### config.mk
export PLATFORM = sky130hd
export DESIGN_NAME = evtimer8
export DESIGN_NICKNAME = d
export VERILOG_FILES = /design/src/rtl/evtimer_pkg.sv /design/src/rtl/evt_sync_edge.sv /design/src/rtl/evt_ctrl_reg.sv /design/src/rtl/evt_counter.sv /design/src/rtl/evtimer8.sv
export SDC_FILE = /design/constraint.sdc
export NUM_CORES = 1
export LEC_CHECK = 0
export ABC_AREA = 1
export BUFFER_PORTS_ARGS = -buffer_cell sky130_fd_sc_hd__buf_2
export CAP_MARGIN = 20
export CORE_MARGIN = 10
export CORE_UTILIZATION = 50
export DETAILED_ROUTE_END_ITERATION = 7
export PLACE_DENSITY = 0.81
export SETUP_SLACK_MARGIN = 0.2
export SYNTH_ARGS = -nofsm -noshare
export SYNTH_HDL_FRONTEND = slang
export SYNTH_HIERARCHICAL = 1
export SYNTH_SLANG_ARGS = --single-unit
### constraint.sdc
create_clock -name clk -period 2.9 [get_ports clk]
set_input_delay 0.435 -clock clk [delete_from_list [all_inputs] [get_ports clk]]
set_output_delay 0.435 -clock clk [all_outputs]
set_load 0.005 [all_outputs]
### src/rtl/evtimer_pkg.sv
package evtimer_pkg;

  typedef enum logic [1:0] {
    MODE_OFF   = 2'b00,
    MODE_EVENT = 2'b01,
    MODE_TIMER = 2'b10,
    MODE_GATED = 2'b11
  } tmode_e;

  // Control field positions
  localparam int MODE_HI = 7;
  localparam int MODE_LO = 6;
  localparam int EN_BIT  = 4;
  localparam int SEL_BIT = 3;

  // Count advance for one step: next value and overflow flag
  function automatic logic [8:0] step_count(input logic [7:0] cur, input logic [7:0] pre);
    if (cur == 8'hFF) return {1'b1, pre};
    return {1'b0, cur + 8'd1};
  endfunction

  // Cycles between pfd toggles when every cycle is a tick
  function automatic int half_period(input logic [7:0] pre);
    return 256 - int'(pre);
  endfunction

endpackage

### src/rtl/evt_sync_edge.sv
module evt_sync_edge #(
  parameter int STAGES = 2
) (
  input  logic clk,
  input  logic rst_n,
  input  logic din,
  input  logic fall_sel,
  output logic level,
  output logic edge_pulse
);
  logic [STAGES-1:0] chain;
  logic              prev;

  genvar g;
  generate
    for (g = 0; g < STAGES; g++) begin : g_stage
      if (g == 0) begin : g_first
        always_ff @(posedge clk or negedge rst_n)
          if (!rst_n) chain[0] <= 1'b0;
          else        chain[0] <= din;
      end else begin : g_next
        always_ff @(posedge clk or negedge rst_n)
          if (!rst_n) chain[g] <= 1'b0;
          else        chain[g] <= chain[g-1];
      end
    end
  endgenerate

  assign level = chain[STAGES-1];

  always_ff @(posedge clk or negedge rst_n)
    if (!rst_n) prev <= 1'b0;
    else        prev <= level;

  logic rise_w, fall_w;
  assign rise_w     = level & ~prev;
  assign fall_w     = ~level & prev;
  assign edge_pulse = fall_sel ? fall_w : rise_w;


  rise_one_cycle_chk: assert property (@(posedge clk) disable iff (!rst_n)
    rise_w |=> !rise_w);

  fall_one_cycle_chk: assert property (@(posedge clk) disable iff (!rst_n)
    fall_w |=> !fall_w);

endmodule

### src/rtl/evt_ctrl_reg.sv
module evt_ctrl_reg
  import evtimer_pkg::*;
#(
  parameter int DW = 8
) (
  input  logic          clk,
  input  logic          rst_n,
  input  logic          wr,
  input  logic [DW-1:0] wdata,
  output logic [DW-1:0] rd_val,
  output tmode_e        mode,
  output logic          enable,
  output logic          sel
);
  localparam logic [DW-1:0] IMPL_MASK = DW'(8'hD8);
  localparam logic [DW-1:0] RST_VAL   = DW'(8'h08);

  logic [DW-1:0] ctrl_q;

  always_ff @(posedge clk or negedge rst_n)
    if (!rst_n)  ctrl_q <= RST_VAL;
    else if (wr) ctrl_q <= wdata & IMPL_MASK;

  assign rd_val = ctrl_q;
  assign mode   = tmode_e'(ctrl_q[MODE_HI:MODE_LO]);
  assign enable = ctrl_q[EN_BIT];
  assign sel    = ctrl_q[SEL_BIT];


  ctrl_write_chk: assert property (@(posedge clk) disable iff (!rst_n)
    wr |=> rd_val == ($past(wdata) & IMPL_MASK));

endmodule

### src/rtl/evt_counter.sv
module evt_counter
  import evtimer_pkg::*;
(
  input  logic       clk,
  input  logic       rst_n,
  input  logic       run,
  input  logic       step,
  input  logic       load_wr,
  input  logic [7:0] load_val,
  output logic [7:0] cnt,
  output logic       ovf_evt,
  output logic       irq,
  output logic       pfd
);
  logic [7:0] pre_q;
  logic [8:0] nxt;

  assign nxt     = step_count(cnt, pre_q);
  assign ovf_evt = step & nxt[8];

  always_ff @(posedge clk or negedge rst_n)
    if (!rst_n)       pre_q <= '0;
    else if (load_wr) pre_q <= load_val;

  always_ff @(posedge clk or negedge rst_n)
    if (!rst_n)                cnt <= '0;
    else if (step)             cnt <= nxt[7:0];
    else if (load_wr && !run)  cnt <= load_val;

  always_ff @(posedge clk or negedge rst_n)
    if (!rst_n) begin
      irq <= 1'b0;
      pfd <= 1'b0;
    end else begin
      irq <= ovf_evt;
      pfd <= pfd ^ ovf_evt;
    end


  count_inc_chk: assert property (@(posedge clk) disable iff (!rst_n)
    (step && cnt != 8'hFF) |=> cnt == $past(cnt) + 8'd1);

  ovf_reload_chk: assert property (@(posedge clk) disable iff (!rst_n)
    (step && cnt == 8'hFF) |=> cnt == $past(pre_q) && irq);

  run_write_hold_chk: assert property (@(posedge clk) disable iff (!rst_n)
    (run && load_wr && !step) |=> $stable(cnt));

  idle_hold_chk: assert property (@(posedge clk) disable iff (!rst_n)
    (!step && !load_wr) |=> $stable(cnt));

  pfd_toggle_chk: assert property (@(posedge clk) disable iff (!rst_n)
    irq |-> !$stable(pfd));

  pfd_quiet_chk: assert property (@(posedge clk) disable iff (!rst_n)
    !irq |-> $stable(pfd));

endmodule

### src/rtl/evtimer8.sv
module evtimer8
  import evtimer_pkg::*;
#(
  parameter int SYNC_STAGES = 2
) (
  input  logic       clk,
  input  logic       rst_n,
  input  logic       bus_wr,
  input  logic       bus_addr,
  input  logic [7:0] bus_wdata,
  output logic [7:0] bus_rdata,
  input  logic       tick_en,
  input  logic       evt_in,
  output logic       irq,
  output logic       pfd_out
);
  logic [7:0] ctrl_rd, cnt;
  tmode_e     mode;
  logic       enable, sel, level, edge_pulse, ovf_evt;
  logic       run, step, level_ok, data_wr, ctrl_wr;

  assign data_wr = bus_wr & ~bus_addr;
  assign ctrl_wr = bus_wr &  bus_addr;

  evt_ctrl_reg #(.DW(8)) u_ctrl (
    .clk(clk), .rst_n(rst_n), .wr(ctrl_wr), .wdata(bus_wdata),
    .rd_val(ctrl_rd), .mode(mode), .enable(enable), .sel(sel)
  );

  evt_sync_edge #(.STAGES(SYNC_STAGES)) u_sync (
    .clk(clk), .rst_n(rst_n), .din(evt_in), .fall_sel(sel),
    .level(level), .edge_pulse(edge_pulse)
  );

  assign run      = enable & (mode != MODE_OFF);
  assign level_ok = sel ? ~level : level;

  always_comb begin
    step = 1'b0;
    if (run) begin
      case (mode)
        MODE_EVENT: step = edge_pulse;
        MODE_TIMER: step = tick_en;
        MODE_GATED: step = tick_en & level_ok;
        default:    step = 1'b0;
      endcase
    end
  end

  evt_counter u_cnt (
    .clk(clk), .rst_n(rst_n), .run(run), .step(step),
    .load_wr(data_wr), .load_val(bus_wdata), .cnt(cnt),
    .ovf_evt(ovf_evt), .irq(irq), .pfd(pfd_out)
  );

  assign bus_rdata = bus_addr ? ctrl_rd : cnt;


  stopped_no_step_chk: assert property (@(posedge clk) disable iff (!rst_n)
    !run |-> !step);

  irq_follows_ovf_chk: assert property (@(posedge clk) disable iff (!rst_n)
    ovf_evt |=> irq);

endmodule

# Yosys cells after proc, flatten, opt, wreduce, memory -nomap -nowiden
# Cells that the tools add are included.
dict set report classes {
  n_addsub 1
  n_reduce_logical 4
  eq_ne 4
  n_mux 10
  bitwise 11
}
# cell n
set ops {}
lappend ops {{8-bit two-way mux} 3}
lappend ops {{9-bit two-way mux} 2}
lappend ops {{8-bit by 1-bit adder with 8-bit output, second input constant} 1}
lappend ops {{8-bit equality test, second input constant} 1}
lappend ops {{1-bit AND} 7}
lappend ops {{2-bit equality test, second input constant} 2}
lappend ops {{1-bit two-way mux} 4}
lappend ops {{2-bit nonzero test} 2}
lappend ops {{1-bit inverter} 3}
lappend ops {{1-bit one-hot mux with 3 select lines} 1}
lappend ops {{2-bit by 1-bit equality test with 1-bit output, second input constant} 1}
lappend ops {{1-bit logical AND} 1}
lappend ops {{1-bit logical NOT} 1}
lappend ops {{1-bit XOR} 1}
dict set report totals {
  ff_bits 25
  input_bits 14
}

# Depth between registers and ports, before layout
dict set report depth {
  ltp_word 7
  depth_mapped 12
  ltp_nobuf 11
}

# Cells and area by module
# Netlist, hierarchy kept.
# mod area_each_um2 cells_per_inst seq_area_each_um2 instances
set by_module_without_submodules {}
lappend by_module_without_submodules {evt_counter 1046.0 126 450.4 1}
lappend by_module_without_submodules {evt_ctrl_reg 214.0 26 101.3 1}
lappend by_module_without_submodules {evtimer8 198.9 26 0.0 1}
lappend by_module_without_submodules {evt_sync_edge 100.1 9 75.1 1}

# Least setup slack after synthesis
# Ideal clock, no wire load.
dict set report synth_path {
  kind {reg2reg}
  start {reg u_ctrl.ctrl_q[3] (netlist: u_ctrl/rd_val[3])}
  end {reg u_cnt.cnt[2]}
  stages_incl_launch_ff 11
  period_less_slack_ns 1.645
  required_time_ns 2.779
  arrival_time_ns 1.524
  slack_ns 1.255
  path_cell_list {dfstp_2 -> nand3_1 -> nand2_1 -> nand2_1 -> a21oi_1 -> inv_1 -> nand2_1 -> buf_2 -> o21ai_0 -> nor2_1 -> a21oi_1}
}
dict set report synth_between {
  word_cells_on_any_way 7
  cone_classes {mux: 5; bitwise: 1; reduce/logical: 1}
}
# item line
set synth_rtl {}
lappend synth_rtl {{from (decl)} evt_ctrl_reg.sv:18} ;# logic [DW-1:0] ctrl_q;
lappend synth_rtl {{from (signal assigned)} evt_ctrl_reg.sv:22} ;# else if (wr) ctrl_q <= wdata & IMPL_MASK;
lappend synth_rtl {{1-bit two-way mux *} evt_sync_edge.sv:38} ;# assign edge_pulse = fall_sel ? fall_w : rise_w;
lappend synth_rtl {{net edge_pulse} evtimer8.sv:19} ;# logic enable, sel, level, edge_pulse, ovf_evt;
lappend synth_rtl {{1-bit one-hot mux with 3 select lines *} evtimer8.sv:41} ;# case (mode)
lappend synth_rtl {{1-bit two-way mux *} evtimer8.sv:40} ;# if (run) begin
lappend synth_rtl {{net step} evtimer8.sv:20} ;# logic run, step, level_ok, data_wr, ctrl_wr;
lappend synth_rtl {{8-bit two-way mux or 2-bit nonzero test (tied branches)} -}
lappend synth_rtl {{to (signal assigned)} evt_counter.sv:27} ;# else if (step) cnt <= nxt[7:0];
lappend synth_rtl {{to (signal assigned)} evt_counter.sv:28} ;# else if (load_wr && !run) cnt <= load_val;
lappend synth_rtl {{to (decl)} evt_counter.sv:10} ;# output logic [7:0] cnt,
# The timed path passes the listed nets; every way through them passes the cells marked *.
# A chain may end at the register's enable or synchronous reset.

# Final worst setup path
dict set report layout_path {
  start {reg u_ctrl.ctrl_q[3] (netlist: u_ctrl/rd_val[3])}
  end {reg u_cnt.cnt[1]}
}
dict set report layout_between {
  elab_chain_cells 5
  word_cells_on_any_way 7
  cone_classes {mux: 5; bitwise: 1; reduce/logical: 1}
}
# item line
set layout_rtl {}
lappend layout_rtl {{1-bit two-way mux} evtimer8.sv:36} ;# assign level_ok = sel ? ~level : level;
lappend layout_rtl {{1-bit AND} evtimer8.sv:44} ;# MODE_GATED: step = tick_en & level_ok;
lappend layout_rtl {{1-bit one-hot mux with 3 select lines *} evtimer8.sv:41}
lappend layout_rtl {{1-bit two-way mux *} evtimer8.sv:40}
lappend layout_rtl {{net step} evtimer8.sv:20}
lappend layout_rtl {{8-bit two-way mux or 2-bit nonzero test (tied branches)} -}
# Marked as above.

==> results.toml <==
[clocking]
root_buffer = "clkbuf_4"
postCtsSetupBuffers = 0
clockBufferDepth = 2
cts_tree = "built"
clk-insertion-delay-late_ps = 320
cts_hold_buf = 0
cts_resized = 0
clock_sinks = 25
cts_max_level = 1
path_clk_slew_ps = 130
numCtsBuffers = 3

[routing]
dr_total_vias = 1231
postRouteWirelength_microns = 3040
dr.pass1.iters = 4
avgViaCountPerCell = 4.92
post_drt_wl_per_cell_microns = 12.1
first_iter_violations = 72
antenna_left = 0
route.detailed.drc = 0

[setup_path]
cp_slowest_stage_delay_ps = 600
critPathBufInv = 4
crit_required_ps = 3120
crit_type = "flip-flop to flip-flop"
slowest_stage = "dfstp_2"
start_kind = "flip-flop"
cp_max_fo = 14
cp.arrival_ps = 2450
endpoint_kind = "flip-flop"
crit_chain = "inv_1 > nand2_1 > nand3_1 > nand2_1 > a21oi_1 > buf_4 > inv_1 > nand2_1 > or2_2 > nand2_1 > inv_1"
critical-path-top-cell-by-count = "nand2_1"
cp_top_family = "simple AND/OR/NAND/NOR gates"

[logic_synthesis]
seq_area_frac_synth = 0.402
synthXorXnorAreaFrac = 0.0112
synth-compound-area-share = 0.0449
synth_adder_area_share = 0.00803
synthesis.area_sq_um = 1560
synth_cells = 187
ys_seq_elements = 25
synth_simple_gate_area_frac = 0.288
synth_top_family_by_area = "simple AND/OR/NAND/NOR gates"
synth.area.mux_share = 0.128
syn-mean-instance-area_sq_um = 8.34
synth.distinct_cells = 25
ys_warn_count = 6

[sta]
fmax_mhz = 448
max_slew_margin = 0.641
finalClockSkew_ps = 9.19
finalSetupViolCount = 0
hold_viol_final = 0
worstMarginPinSlew_ps = 538
rsz0062_at_grt = "no"
period_share = 0.769
maxSlewViolCount = 0
post-route-min-period_ps = 2230
setup-tns-final_ps = 0

[die]
initial_core_util = 0.515
die_x_microns = 75.8
die-area_sq_um = 5750
die_h_microns = 75.8
pin_count = 24
core_sq_um = 3030
rows = 20

[layout]
drive_gt1_frac = 0.267
design_area_sq_um = 1690
final_util = 0.559
layout_common_cells = "nand2_1 (52), dfrtp_1 (24), buf_2 (23)"
area_growth_pct = 8.59
layout_commonest_cell = "nand2_1"
fillers = 287
fin_nets = 222
n_antenna_cell = 0

[pwr]
p_int_uw = 616
p_leak_uw = 0.000940
ir_worst_vdd_mv = 0.215
power_density_nw_per_um2 = 579
clkPwrFrac = 0.155
power_switching_uw = 365
seqPwrFrac = 0.493
netSwitchingFraction = 0.372
pwr-share-comb = 0.351

[placement]
place_hpwl_microns = 2440
port_buffers = 23
placed_cell_area_sq_um = 1670
gp_congestion = 0.893

[global_route]
grt_max_degree = 26
grt_pass1_wl_microns = 5120
grt_use_total = 0.115
antenna_found_initial = 0
grt_overflow = 0
grt_pass1_vias = 1141

[run]
drv_cap = 0

[outcome]
status = "completed"

[min_path]
min_path_type = "primary input to asynchronous set/reset pin"
-- per-stage QoR --
stage	worst slack, ps	std cells	hold slack, ps	power, uW
after detailed placement	710	246	348	837
after floorplan	1250	190	139	746
after CTS	672	250	80.8	989
after global placement	771	246	333	825
final	670	250	72.3	981
after global routing	442	250	105	1060
-- cells in the mapped netlist (all sizes together) --
cell    number  area [sq um]
clkbuf       1          3.75
nand2       56           225
buf         12          86.3
nand3       15          75.1
xor2         2          17.5
o21ai        8          40.0
ha           1          12.5
nand4        7          43.8
conb         1          3.75
nor2        12          93.8
dfstp        1          26.3
a21oi        6          30.0
or2          1          6.26
dfrtp       24           601
inv         24          90.1
nor3         1          5.00
mux2        15           199
-- path summary, 6_finish.rpt --
kind,start,endpoint,slack [ps],cells after the start
min in group clk,evt_in,u_sync/chain[0],210,1
setup reg to reg,u_ctrl/rd_val[3],u_cnt/cnt[1],670,11
max in group asynchronous,rst_n,u_cnt/cnt[1],2460,1
hold reg to reg,u_sync/chain[0],u_sync/level,380,0
setup / recovery,u_ctrl/rd_val[3],u_cnt/cnt[1],670,11
hold / removal,rst_n,u_cnt/pre_q[4],70,1
-- area by class of cell --
class | instances | area (sq um) | area share
inverter | 24 | 90.1 | 0.0532
clock buffer | 3 | 22.5 | 0.0133
multi-input combinational | 128 | 763 | 0.451
sequential | 25 | 627 | 0.370
clock inverter | 1 | 5.00 | 0.00296
timing repair buffer | 25 | 130 | 0.0769
tap | 44 | 55.1 | 0.0325
-- sequential cells by signal, indices dropped and copies added, names as in the netlist --
name           count
u_cnt/pre_q        8
u_ctrl/rd_val      4
u_cnt/irq          1
u_cnt/pfd          1
u_sync/prev        1
u_cnt/cnt          8
u_sync/level       1
u_sync/chain       1
-- power groups by stage --
stage | logic, uW | clock network (uW) | registers, uW
2_1_floorplan | 276 | 0 | 471
3_3_place_gp | 336 | 0 | 489
3_5_place_dp | 345 | 0 | 491
4_1_cts | 347 | 159 | 483
5_1_grt | 392 | 171 | 495
6_report | 345 | 152 | 484
-- cells by family (layout without fill, tap and decap cells) --
| logic type | count (synthesis) | after routing |
|---|---|---|
| other | 1 | 4 |
| AOI/OAI and AO/OA | 14 | 14 |
| and+or+nand+nor | 92 | 92 |
| adders and majority gates | 1 | 1 |
| buffers and inverters | 37 | 53 |
| xor gates and xnor gates | 2 | 2 |
| DFF | 25 | 25 |
| muxes | 15 | 15 |
-- layer usage --
| layer | vias up | global-route usage | share of wire |
|---|---|---|---|
| li1 | 625 | - | - |
| met1 | 566 | 0.150 | 0.47 |
| met2 | 34 | 0.175 | 0.45 |
| met3 | 6 | 0.0169 | 0.050 |
| met4 | 0 | 0.0639 | 0.024 |
| met5 | - | 0 | 0 |
(Power assumes the default switching activity.)
